**src/rtl/smb_pkg.sv**
```systemverilog
// Shared types for the two-wire configuration slave.
// Assumes: nothing beyond IEEE 1800-2017 packages.
package smb_pkg;

    // Protocol engine phases
    typedef enum logic [2:0] {
        ST_IDLE,      // waiting for a start
        ST_RX,        // shifting in a byte from the controller
        ST_ACK_WAIT,  // byte done, waiting for the clock to go low
        ST_ACK,       // acknowledge clock in progress
        ST_TX,        // shifting out a byte to the controller
        ST_TX_ACK     // waiting for the controller acknowledge bit
    } link_state_t;

    localparam int BYTE_W = 8;

endpackage

```
**src/rtl/smb_line_sync.sv**
```systemverilog
// Brings the bus clock and data lines into the system clock domain through a
// STAGES-deep flop chain, then derives clock edges and start/stop conditions.
// Assumes: the system clock is several times faster than the bus clock and
// both lines idle high.
module smb_line_sync #(
    parameter int STAGES = 2
) (
    input  logic clk,
    input  logic rst_n,
    input  logic scl_i,
    input  logic sda_i,
    output logic scl_rise,
    output logic scl_fall,
    output logic sda_s,
    output logic start_det,
    output logic stop_det
);

    localparam int LAST = STAGES;

    logic [LAST:0] scl_q;
    logic [LAST:0] sda_q;
    logic          scl_s;
    logic          scl_p;
    logic          sda_p;

    // Shift both lines through the synchroniser plus one history stage
    always_ff @(posedge clk) begin
        if (!rst_n) begin
            scl_q <= '1;
            sda_q <= '1;
        end else begin
            scl_q <= {scl_q[LAST-1:0], scl_i};
            sda_q <= {sda_q[LAST-1:0], sda_i};
        end
    end

    assign scl_s     = scl_q[LAST-1];
    assign scl_p     = scl_q[LAST];
    assign sda_s     = sda_q[LAST-1];
    assign sda_p     = sda_q[LAST];
    assign scl_rise  = scl_s & ~scl_p;
    assign scl_fall  = ~scl_s & scl_p;
    assign start_det = scl_s & scl_p & sda_p & ~sda_s;
    assign stop_det  = scl_s & scl_p & ~sda_p & sda_s;

endmodule

```
**src/rtl/smb_regbank.sv**
```systemverilog
// Bank of NREG 8-bit configuration registers with one write port and one
// combinational read port. Reads at or above NREG return zero.
// Assumes: writes arrive as single-cycle pulses with an in-range address.
module smb_regbank #(
    parameter int                  NREG        = 8,
    parameter int                  PTRW        = 8,
    parameter logic [NREG*8-1:0]   RESET_IMAGE = '0
) (
    input  logic                 clk,
    input  logic                 rst_n,
    input  logic                 we,
    input  logic [PTRW-1:0]      waddr,
    input  logic [7:0]           wdata,
    input  logic [PTRW-1:0]      raddr,
    output logic [7:0]           rdata,
    output logic [NREG*8-1:0]    q_flat
);

    localparam int              IDXW   = $clog2(NREG);
    localparam logic [PTRW-1:0] NREG_P = PTRW'(NREG);

    logic [7:0] regs [NREG];

    for (genvar g = 0; g < NREG; g++) begin : g_reg
        // One register: load the reset image, then take matching writes
        always_ff @(posedge clk) begin
            if (!rst_n)
                regs[g] <= RESET_IMAGE[g*8 +: 8];
            else if (we && waddr == PTRW'(g))
                regs[g] <= wdata;
        end
        assign q_flat[g*8 +: 8] = regs[g];
    end

    // Read mux with zero fill above the last register
    always_comb begin
        if (raddr < NREG_P)
            rdata = regs[raddr[IDXW-1:0]];
        else
            rdata = 8'h00;
    end

    AST_WR_IN_RANGE: assert property (@(posedge clk) disable iff (!rst_n)
        we |-> (waddr < NREG_P));
    AST_HOLD_NO_WE: assert property (@(posedge clk) disable iff (!rst_n)
        !we |=> $stable(q_flat));

endmodule

```
**src/rtl/smb_link.sv**
```systemverilog
// Protocol engine: address match, command decode, byte counting, pointer
// auto-increment, acknowledge generation and read data shifting.
// Assumes: synchronised edge strobes from smb_line_sync and a combinational
// read port on the register bank.
module smb_link
    import smb_pkg::*;
#(
    parameter int         NREG     = 8,
    parameter int         PTRW     = 8,
    parameter logic [6:0] DEV_ADDR = 7'h69
) (
    input  logic            clk,
    input  logic            rst_n,
    input  logic            scl_rise,
    input  logic            scl_fall,
    input  logic            sda_s,
    input  logic            start_det,
    input  logic            stop_det,
    input  logic [7:0]      rdata,
    output logic            sda_oe,
    output logic            we,
    output logic [PTRW-1:0] waddr,
    output logic [7:0]      wdata,
    output logic [PTRW-1:0] raddr
);

    localparam logic [PTRW-1:0]   NREG_P = PTRW'(NREG);
    localparam logic [BYTE_W-1:0] NREG_B = BYTE_W'(NREG);

    link_state_t     state;
    logic [2:0]      bitcnt;
    logic [7:0]      shreg;
    logic [7:0]      txreg;
    logic            addr_phase;
    logic            addr_hit;
    logic            is_read;
    logic            cmd_phase;
    logic            need_count;
    logic            idx_mode;
    logic [6:0]      cmd_off;
    logic [PTRW-1:0] ptr;
    logic [7:0]      wr_left;
    logic            count_due;
    logic            m_ack;

    logic [7:0]      rx_next;
    logic [7:0]      tx_cur;
    logic [PTRW-1:0] ptr_nx;

    assign rx_next = {shreg[6:0], sda_s};
    assign tx_cur  = count_due ? NREG_B : rdata;
    assign ptr_nx  = (ptr == '1) ? ptr : ptr + 1'b1;
    assign raddr   = ptr;

    // Main protocol sequencer; start and stop override every phase
    always_ff @(posedge clk) begin
        if (!rst_n) begin
            state      <= ST_IDLE;
            bitcnt     <= '0;
            shreg      <= '0;
            txreg      <= '0;
            addr_phase <= 1'b0;
            addr_hit   <= 1'b0;
            is_read    <= 1'b0;
            cmd_phase  <= 1'b0;
            need_count <= 1'b0;
            idx_mode   <= 1'b0;
            cmd_off    <= '0;
            ptr        <= '0;
            wr_left    <= '0;
            count_due  <= 1'b0;
            m_ack      <= 1'b0;
            sda_oe     <= 1'b0;
            we         <= 1'b0;
            waddr      <= '0;
            wdata      <= '0;
        end else begin
            we <= 1'b0;
            if (start_det) begin
                state      <= ST_RX;
                bitcnt     <= '0;
                addr_phase <= 1'b1;
                sda_oe     <= 1'b0;
            end else if (stop_det) begin
                state  <= ST_IDLE;
                sda_oe <= 1'b0;
            end else begin
                unique case (state)
                    ST_RX: if (scl_rise) begin
                        shreg  <= rx_next;
                        bitcnt <= bitcnt + 3'd1;
                        if (bitcnt == 3'd7) begin
                            state <= ST_ACK_WAIT;
                            if (addr_phase) begin
                                addr_hit <= (rx_next[7:1] == DEV_ADDR);
                                is_read  <= rx_next[0];
                                if (rx_next[7:1] == DEV_ADDR) begin
                                    if (rx_next[0]) begin
                                        ptr       <= idx_mode ? PTRW'(cmd_off) : '0;
                                        count_due <= !idx_mode;
                                    end else begin
                                        cmd_phase <= 1'b1;
                                    end
                                end
                            end else if (cmd_phase) begin
                                cmd_phase  <= 1'b0;
                                idx_mode   <= rx_next[7];
                                cmd_off    <= rx_next[6:0];
                                ptr        <= rx_next[7] ? PTRW'(rx_next[6:0]) : '0;
                                need_count <= !rx_next[7];
                                wr_left    <= rx_next[7] ? 8'd1 : 8'd0;
                            end else if (need_count) begin
                                need_count <= 1'b0;
                                wr_left    <= rx_next;
                            end else if (wr_left != 8'd0) begin
                                wr_left <= wr_left - 8'd1;
                                ptr     <= ptr_nx;
                                if (ptr < NREG_P) begin
                                    we    <= 1'b1;
                                    waddr <= ptr;
                                    wdata <= rx_next;
                                end
                            end
                        end
                    end
                    ST_ACK_WAIT: if (scl_fall) begin
                        sda_oe <= addr_phase ? addr_hit : 1'b1;
                        state  <= ST_ACK;
                    end
                    ST_ACK: if (scl_fall) begin
                        addr_phase <= 1'b0;
                        bitcnt     <= '0;
                        if (addr_phase && !addr_hit) begin
                            state  <= ST_IDLE;
                            sda_oe <= 1'b0;
                        end else if (is_read) begin
                            txreg  <= tx_cur;
                            sda_oe <= ~tx_cur[7];
                            state  <= ST_TX;
                            if (count_due) count_due <= 1'b0;
                            else           ptr       <= ptr_nx;
                        end else begin
                            sda_oe <= 1'b0;
                            state  <= ST_RX;
                        end
                    end
                    ST_TX: if (scl_fall) begin
                        if (bitcnt == 3'd7) begin
                            sda_oe <= 1'b0;
                            bitcnt <= '0;
                            state  <= ST_TX_ACK;
                        end else begin
                            txreg  <= txreg << 1;
                            sda_oe <= ~txreg[6];
                            bitcnt <= bitcnt + 3'd1;
                        end
                    end
                    ST_TX_ACK: begin
                        if (scl_rise) m_ack <= ~sda_s;
                        if (scl_fall) begin
                            if (m_ack) begin
                                txreg  <= tx_cur;
                                sda_oe <= ~tx_cur[7];
                                state  <= ST_TX;
                                if (count_due) count_due <= 1'b0;
                                else           ptr       <= ptr_nx;
                            end else begin
                                state <= ST_IDLE;
                            end
                        end
                    end
                    default: ;
                endcase
            end
        end
    end

    AST_STOP_RELEASES: assert property (@(posedge clk) disable iff (!rst_n)
        stop_det |=> !sda_oe);
    AST_START_REARMS: assert property (@(posedge clk) disable iff (!rst_n)
        start_det |=> (state == ST_RX && bitcnt == 3'd0 && !sda_oe));
    AST_FOREIGN_SILENT: assert property (@(posedge clk) disable iff (!rst_n)
        (state == ST_ACK && addr_phase && !addr_hit) |-> !sda_oe);
    AST_NACK_RELEASE: assert property (@(posedge clk) disable iff (!rst_n)
        (state == ST_TX_ACK && scl_fall && !m_ack && !start_det && !stop_det)
        |=> (state == ST_IDLE && !sda_oe));
    AST_DRIVE_AFTER_FALL: assert property (@(posedge clk) disable iff (!rst_n)
        $rose(sda_oe) |-> $past(scl_fall));
    AST_TX_ONLY_READ: assert property (@(posedge clk) disable iff (!rst_n)
        (state == ST_TX) |-> is_read);

endmodule

```
**src/rtl/cfg_smbus_slave.sv**
```systemverilog
// Top of the two-wire configuration slave: synchroniser, protocol engine and
// register bank. Exposes the whole register image in parallel.
// Assumes: open-drain bus with external pull-ups; clk runs at least eight
// times faster than the bus clock.
module cfg_smbus_slave #(
    parameter int                NREG        = 8,
    parameter logic [6:0]        DEV_ADDR    = 7'h69,
    parameter logic [NREG*8-1:0] RESET_IMAGE = 64'h0000_0000_0F00_06FF
) (
    input  logic               clk,
    input  logic               rst_n,
    input  logic               scl_i,
    input  logic               sda_i,
    output logic               sda_oe,
    output logic [NREG*8-1:0]  cfg_regs
);

    localparam int PTRW = 8;

    logic            scl_rise;
    logic            scl_fall;
    logic            sda_s;
    logic            start_det;
    logic            stop_det;
    logic            we;
    logic [PTRW-1:0] waddr;
    logic [7:0]      wdata;
    logic [PTRW-1:0] raddr;
    logic [7:0]      rdata;

    smb_line_sync #(.STAGES(2)) u_sync (
        .clk       (clk),
        .rst_n     (rst_n),
        .scl_i     (scl_i),
        .sda_i     (sda_i),
        .scl_rise  (scl_rise),
        .scl_fall  (scl_fall),
        .sda_s     (sda_s),
        .start_det (start_det),
        .stop_det  (stop_det)
    );

    smb_link #(.NREG(NREG), .PTRW(PTRW), .DEV_ADDR(DEV_ADDR)) u_link (
        .clk       (clk),
        .rst_n     (rst_n),
        .scl_rise  (scl_rise),
        .scl_fall  (scl_fall),
        .sda_s     (sda_s),
        .start_det (start_det),
        .stop_det  (stop_det),
        .rdata     (rdata),
        .sda_oe    (sda_oe),
        .we        (we),
        .waddr     (waddr),
        .wdata     (wdata),
        .raddr     (raddr)
    );

    smb_regbank #(.NREG(NREG), .PTRW(PTRW), .RESET_IMAGE(RESET_IMAGE)) u_bank (
        .clk    (clk),
        .rst_n  (rst_n),
        .we     (we),
        .waddr  (waddr),
        .wdata  (wdata),
        .raddr  (raddr),
        .rdata  (rdata),
        .q_flat (cfg_regs)
    );

endmodule

```
**config.mk**
```make
export PLATFORM = sky130hd
export DESIGN_NAME = cfg_smbus_slave
export DESIGN_NICKNAME = d
export VERILOG_FILES = /design/src/rtl/smb_pkg.sv /design/src/rtl/smb_line_sync.sv /design/src/rtl/smb_regbank.sv /design/src/rtl/smb_link.sv /design/src/rtl/cfg_smbus_slave.sv
export SDC_FILE = /design/constraint.sdc
export NUM_CORES = 1
export LEC_CHECK = 0
export BUFFER_PORTS_ARGS = -buffer_cell sky130_fd_sc_hd__buf_4
export CAP_MARGIN = 5
export CORE_MARGIN = 2
export CORE_UTILIZATION = 45
export CTS_CLUSTER_DIAMETER = 30
export DETAILED_ROUTE_END_ITERATION = 12
export PLACE_DENSITY_LB_ADDON = 0.2
export REMOVE_ABC_BUFFERS = 1
export SKIP_CTS_REPAIR_TIMING = 1
export SLEW_MARGIN = 5
export SYNTH_ARGS = -nofsm -noshare
export SYNTH_HDL_FRONTEND = slang
export SYNTH_SLANG_ARGS = --single-unit
```
**constraint.sdc**
```tcl
create_clock -name clk -period 2.05 [get_ports clk]
set_input_delay 0.1025 -clock clk [delete_from_list [all_inputs] [get_ports clk]]
set_output_delay 0.1025 -clock clk [all_outputs]
set_load 0.01 [all_outputs]
```
==> results.cfg, run 1 <==
[status]
outcome = complete, but fails checks
violations = setup timing

[placement]
post_dp_cell_area_um2 = 8113
portBuffers = 68
gp_congestion = 0.9419
hpwl_mm = 13.47

[synthesis]
synthAdderAreaFrac = 0.009139
yosys.area_share.simple = 0.2221
ys_seq_elements = 142
yosysSeqAreaShare = 0.5089
synthMuxAreaShare = 0.08627
netlist_top_cells_area = edfxtp_1, dfxtp_1, mux4_2, and2_1, a21oi_1
synth_edf_count = 64
synth_area_um2 = 6845
synth_top_area_cell = edfxtp_1
synth_top_area_frac = 0.2808
synthTopCellsByCount = dfxtp_1, edfxtp_1, nand2_1
yosysUniqueCellTypes = 75
synth_compound_area_frac = 0.1349
syn_avg_cell_area_um2 = 10.34
netlist_instances = 662
dominantRegCellSynth = dfxtp_1
synth_top_family_by_area = simple AND/OR/NAND/NOR gates
synth-xor-area-share = 0.008956
yosysWarnings = 0
async_flop_share = 0
post-synth-top-count-cell = dfxtp_1

[timing]
finalHoldViolCount = 0
setup_violations = 22
tightest_slew_ns = 0.5720
fmax_ghz = 0.4622
relSlewSlack = 0.6187
rsz0062_at_grt = true
drv_slew = 0
finalCritPeriodShare = 1.055
worst_slack_ns = -0.1138
skew_ns = 0.007075
period_minus_slack_ns = 2.164

[route]
avgViaCountPerCell = 5.754
antenna_left = 0
remaining_drc_errors = 0
num_vias = 5800
drt-initial-drc-count = 506
wl_per_cell_um = 18.95
drt-total-wl_mm = 19.10
drt_pass1_iterations = 5

[clock_network]
clock_latency_ns = 0.43
cts_made_buffers = 17
cts_root_buffer = clkbuf_16
cts_tree = built
htreeDepth = 4
clkSinkCount = 142
clk_pin_slew_worst_paths_ns = 0.06
ctsLongestPathBuffers = 2

[floorplan]
initial_core_util = 0.4553
fp.dieW_um = 127.3
ioPinCount = 69
rows = 45
dieArea_um2 = 16210
die_h_um = 127.3
core_area_um2 = 15030

[job]
maxCapViolations = 0

[power_and_ir_drop]
p_per_area_nw_per_um2 = 727.5
fin_total_pwr_mw = 6.603
p_leak_nw = 3.542
ir_drop_v = 0.0005561

[grt]
antenna_found_initial = 0
grt_max_degree = 48
grt_usage = 0.2365
grt_pass1_vias = 5563
grt.overflow.total = 0
grt_pass1_wl_mm = 29.51

[setup_path]
worstSetupPathType = reg2reg
required_ns = 2.22
crit_fanout = 8
startpoint_type = flip-flop
critPathCaptureType = flip-flop
critPathArrivalTime_ns = 2.34

[cells_and_area]
drive_gt1_frac = 0.3199
stdcell_area_um2 = 9076
fin_util = 0.6037
syn2layout_area_growth_pct = 32.59
fill_cells = 1223
fin_nets = 815

[min_path]
hold_path_class = reg2reg
## stage by stage
stage               std cells  worst slack (ns)  hold WS [ns]  setup TNS (ns)
detailed placement        966           -0.2465        0.2891          -4.420
finish                   1008           -0.1138        0.4077          -1.920
global placement          966           -0.1185        0.2844          -1.698
floorplan                 619           -0.4893        0.1725          -15.46
global route             1007           -0.1800        0.4295          -4.911
CTS                       998           -0.2502       -0.1532          -4.826
## flip-flops by register name (all words and copies together), names as in the netlist, named ones only
register,flops
u_link.addr_phase,1
u_link.count_due,1
u_link.wr_left,8
u_bank.regs,64
u_link.cmd_phase,1
u_link.wdata,8
u_sync.sda_q,3
u_link.addr_hit,1
u_link.bitcnt,3
u_link.shreg,7
u_link.need_count,1
u_link.txreg,7
u_sync.scl_q,3
u_link.sda_oe,1
u_link.is_read,1
u_link.idx_mode,1
u_link.state,3
u_link.m_ack,1
u_link.waddr,8
u_link.cmd_off,7
u_link.we,1
u_link.raddr,8
## worst paths after layout
check / startpoint / endpoint / slack (ns) / cells past startpoint
hold / removal: u_sync.sda_q[0]$_SDFF_PN1_ / u_sync.sda_q[1]$_SDFF_PN1_ / 0.41 / 1
hold reg to reg: u_sync.sda_q[0]$_SDFF_PN1_ / u_sync.sda_q[1]$_SDFF_PN1_ / 0.41 / 1
setup / recovery: u_link.waddr[3]$_SDFFE_PN0P_ / u_bank.regs[0][5]$_SDFFCE_PN1P_ / -0.11 / 6
setup reg to reg: u_link.waddr[3]$_SDFFE_PN0P_ / u_bank.regs[0][5]$_SDFFCE_PN1P_ / -0.11 / 6
## placed cells by master, fill, tap and decap left out, types with 4 or more instances in the layout
| cell type | instances |
|---|---|
| nand2b_1 | 19 |
| buf_4 | 155 |
| inv_1 | 7 |
| nand3_1 | 23 |
| nand4_1 | 4 |
| or3_1 | 12 |
| mux2i_1 | 22 |
| o21ai_0 | 19 |
| bufinv_16 | 4 |
| nor3_1 | 8 |
| clkbuf_16 | 17 |
| a22oi_1 | 6 |
| xor2_1 | 5 |
| a21oi_1 | 45 |
| mux4_2 | 16 |
| o21ai_1 | 4 |
| buf_6 | 6 |
| a211oi_2 | 4 |
| nor2b_1 | 9 |
| nor2_1 | 47 |
| edfxtp_1 | 64 |
| o31ai_1 | 4 |
| dfxtp_1 | 74 |
| dlygate4sd3_1 | 5 |
| nand2_1 | 58 |
| o32ai_2 | 4 |
| and2_1 | 53 |
| and3_1 | 9 |
| o21a_1 | 5 |
| a21oi_2 | 5 |
## cell families after synthesis
family,Yosys count
AO/OA/AOI/OAI,138
flip-flops,142
AND/OR/NAND/NOR,280
buffers and inverters,51
adder cells (fa/ha/maj),5
multiplexers,39
XOR/XNOR,7
## cell type report
cell class / count / area, um^2 / area share
flip-flops and latches: 142 / 3491 / 0.3846
inverters: 8 / 30.03 / 0.003309
multi-input cells: 469 / 3382 / 0.3726
clock inverters: 13 / 186.4 / 0.02054
repair buffers: 168 / 1306 / 0.1439
clock buffers: 19 / 442.9 / 0.04880
well taps: 188 / 235.2 / 0.02592
diodes: 1 / 2.502 / 0.0002757
## worst max-delay path, cell delays in order, from the launching register on
cell      delay, ns
dfxtp_1        0.31
or4_4          0.52
or3_1          0.33
or2_4          0.25
buf_6          0.13
nor3_4         0.27
nand2b_1       0.10
## metal layers
metal	GRT usage	part of all wire	up-vias	routed length (um)
met5	0	0	-	0
met4	0.08339	0.018	0	340
met3	0.06030	0.069	31	1313
met2	0.3775	0.48	218	9172
met1	0.3143	0.43	2822	8272
li1	-	-	2729	-
## power by group
part | leakage (nW) | internal, mW | switching, mW | total, mW
Clock | 0.308 | 2.08 | 1.23 | 3.31
Combinational | 1.96 | 0.118 | 0.156 | 0.274
Sequential | 1.27 | 2.99 | 0.0306 | 3.02
Total | 3.54 | 5.18 | 1.42 | 6.60
Power figures use the tool's default switching activity.
==> inputs of run 2 (changes only) <==
--- a/config.mk
+++ b/config.mk
@@ -7,12 +7,14 @@
 export LEC_CHECK = 0
 export BUFFER_PORTS_ARGS = -buffer_cell sky130_fd_sc_hd__buf_4
 export CAP_MARGIN = 5
+export CORE_ASPECT_RATIO = 1.4
 export CORE_MARGIN = 2
 export CORE_UTILIZATION = 45
 export CTS_CLUSTER_DIAMETER = 30
 export DETAILED_ROUTE_END_ITERATION = 12
 export PLACE_DENSITY_LB_ADDON = 0.2
 export REMOVE_ABC_BUFFERS = 1
+export SETUP_SLACK_MARGIN = 0.05
 export SKIP_CTS_REPAIR_TIMING = 1
 export SLEW_MARGIN = 5
 export SYNTH_ARGS = -nofsm -noshare
==> run 2 against run 1 <==
  * The flow still finishes with violations (setup timing)
  * Clock power decreased by 4%
  * Non-clock buffer count decreased by 4
  * Hold slack worse by 0.33 ns
  * Wire length grew 0.15%
  * Combinational power about the same
  * Critical endpoint is now u_bank.regs[0][0]$_SDFFCE_PN1P_
==> results.cfg, run 2 (synthesized netlist as in run 1, its figures left out) <==
[status]
outcome = complete, but fails checks
violations = setup timing

[route]
antenna_left = 0
drt-total-wl_mm = 19.13
num_vias = 5728
wl_per_cell_um = 19.01
remaining_drc_errors = 0
avgViaCountPerCell = 5.694
drt_pass1_iterations = 5
drt-initial-drc-count = 280

[cells_and_area]
fin_nets = 811
top_register = u_bank.regs
layout_common_cells = buf_4, dfxtp_1, edfxtp_1
layout_commonest_cell = buf_4
seqCellArea_um2 = 3495
diodes = 0
largest_register_ffs = 64
drive_gt1_frac = 0.3292
syn2layout_area_growth_pct = 33.05
fill_cells = 1238
multi_input_area_um2 = 3451

[power_and_ir_drop]
ir_drop_v = 0.0005233
p_per_area_nw_per_um2 = 711.6
p_leak_nw = 3.521
fin_total_pwr_mw = 6.481

[grt]
grt.overflow.total = 0
antenna_found_initial = 0
grt_pass1_vias = 5584
grt_pass1_wl_mm = 29.16
grt_max_degree = 48
grt_usage = 0.2360

[timing]
finalHoldViolCount = 0
worst_slack_ns = -0.1752
skew_ns = 0.01175
setup_violations = 49
drv_slew = 0
fmax_ghz = 0.4494
relSlewSlack = 0.6352
rsz0062_at_grt = true
tightest_slew_ns = 0.5471
holdWs_ns = 0.07972
period_minus_slack_ns = 2.225
finalCritPeriodShare = 1.085

[job]
maxCapViolations = 0

[floorplan]
ioPinCount = 69
initial_core_util = 0.4588
die_h_um = 149.9
fp.dieW_um = 108.2
dieArea_um2 = 16230
rows = 53
core_area_um2 = 14920

[setup_path]
worstSetupPathType = reg2reg
required_ns = 2.21
rrSetupSlack_ns = -0.18
critPathMostFrequentCell = buf_6
reg2reg_from = u_link.waddr[3]$_SDFFE_PN0P_
slowest_stage = or4_4
critPathArrivalTime_ns = 2.39
crit_chain = or4_4 -> or3_4 -> or2_4 -> buf_6 -> nor3_4 -> buf_6 -> nand2b_1
critPathCaptureType = flip-flop
startpoint_type = flip-flop
timing.rr.end = u_bank.regs[0][0]$_SDFFCE_PN1P_
reg2regPathDepth = 7
slowest_delay_ns = 0.52
crit_fanout = 5

[clock_network]
clkSinkCount = 142
ctsLongestPathBuffers = 2
clock_latency_ns = 0.41
htreeDepth = 4
cts_tree = built
cts_root_buffer = clkbuf_16
cts_made_buffers = 17
clk_pin_slew_worst_paths_ns = 0.06

[min_path]
min-delay-start = rst_n
hold_end = u_link.raddr[1]$_SDFFE_PN0N_
hold_path_class = in2reg
whs_path_depth = 2

[placement]
gp_congestion = 0.8972
portBuffers = 68
hpwl_mm = 13.83
[run 2: cell types whose count changed in the layout (fill, tap and decap cells not counted), sizes merged]
cell,change
clkinv,-1
clkinvlp,+1
bufinv,-1
clkbuf,-2
diode,-1
buf,-2
inv,+2
dlygate4sd3,-2
[run 2: power breakdown]
| part | switching (mW) | internal, mW |
|---|---|---|
| clock network | 1.26 | 1.93 |
| logic | 0.161 | 0.114 |
| registers | 0.0268 | 2.99 |
| total | 1.44 | 5.04 |
[run 2: worst max path at each step]
stage                                      end  slack (ns)                          start
2_1_floorplan   u_link.wr_left[3]$_SDFFE_PN0P_       -0.49  u_link.bitcnt[0]$_SDFFE_PP0P_
3_3_place_gp      u_link.raddr[4]$_SDFFE_PN0P_       -0.25  u_link.bitcnt[0]$_SDFFE_PP0P_
3_5_place_dp      u_link.raddr[4]$_SDFFE_PN0P_       -0.29  u_link.bitcnt[1]$_SDFFE_PP0P_
4_1_cts           u_link.raddr[4]$_SDFFE_PN0P_       -0.36  u_link.bitcnt[1]$_SDFFE_PP0P_
5_1_grt        u_bank.regs[0][0]$_SDFFCE_PN1P_       -0.23   u_link.waddr[3]$_SDFFE_PN0P_
6_report       u_bank.regs[0][0]$_SDFFCE_PN1P_       -0.18   u_link.waddr[3]$_SDFFE_PN0P_
[run 2: area by class of cell]
type	instances	area share
flip-flops and latches	142	0.3837
multi-input cells	469	0.3789
repair buffers	164	0.1410
clock buffers	17	0.04671
well taps	192	0.02638
clock inverters	14	0.02006
inverters	8	0.003297
[run 2: per-layer routing]
layer	global-route usage	vias to the layer above	wire length, um
met5	0	-	0
met4	0.09679	0	637
met3	0.03354	42	765
met2	0.4541	189	10650
met1	0.2532	2796	7071
li1	-	2701	-
[run 2: critical path: cells and delay by family, from the launching register on]
| family | cells | cell delay (ns) |
|---|---|---|
| AND/OR/NAND/NOR | 5 | 1.37 |
| flip-flops | 1 | 0.32 |
| buffers and inverters | 2 | 0.28 |
[run 2: per-stage QoR]
step	util	TNS, ns	instances	instance area, um^2	worst slack [ns]
after floorplan	-	-15.46	619	6671	-0.4893
after global placement	0.5382	-4.200	960	8030	-0.2468
after detailed placement	0.5382	-5.959	960	8030	-0.2919
after CTS	0.5790	-7.426	991	8638	-0.3588
after global routing	0.6104	-7.665	1006	9107	-0.2282
final	0.6104	-4.116	1006	9107	-0.1752
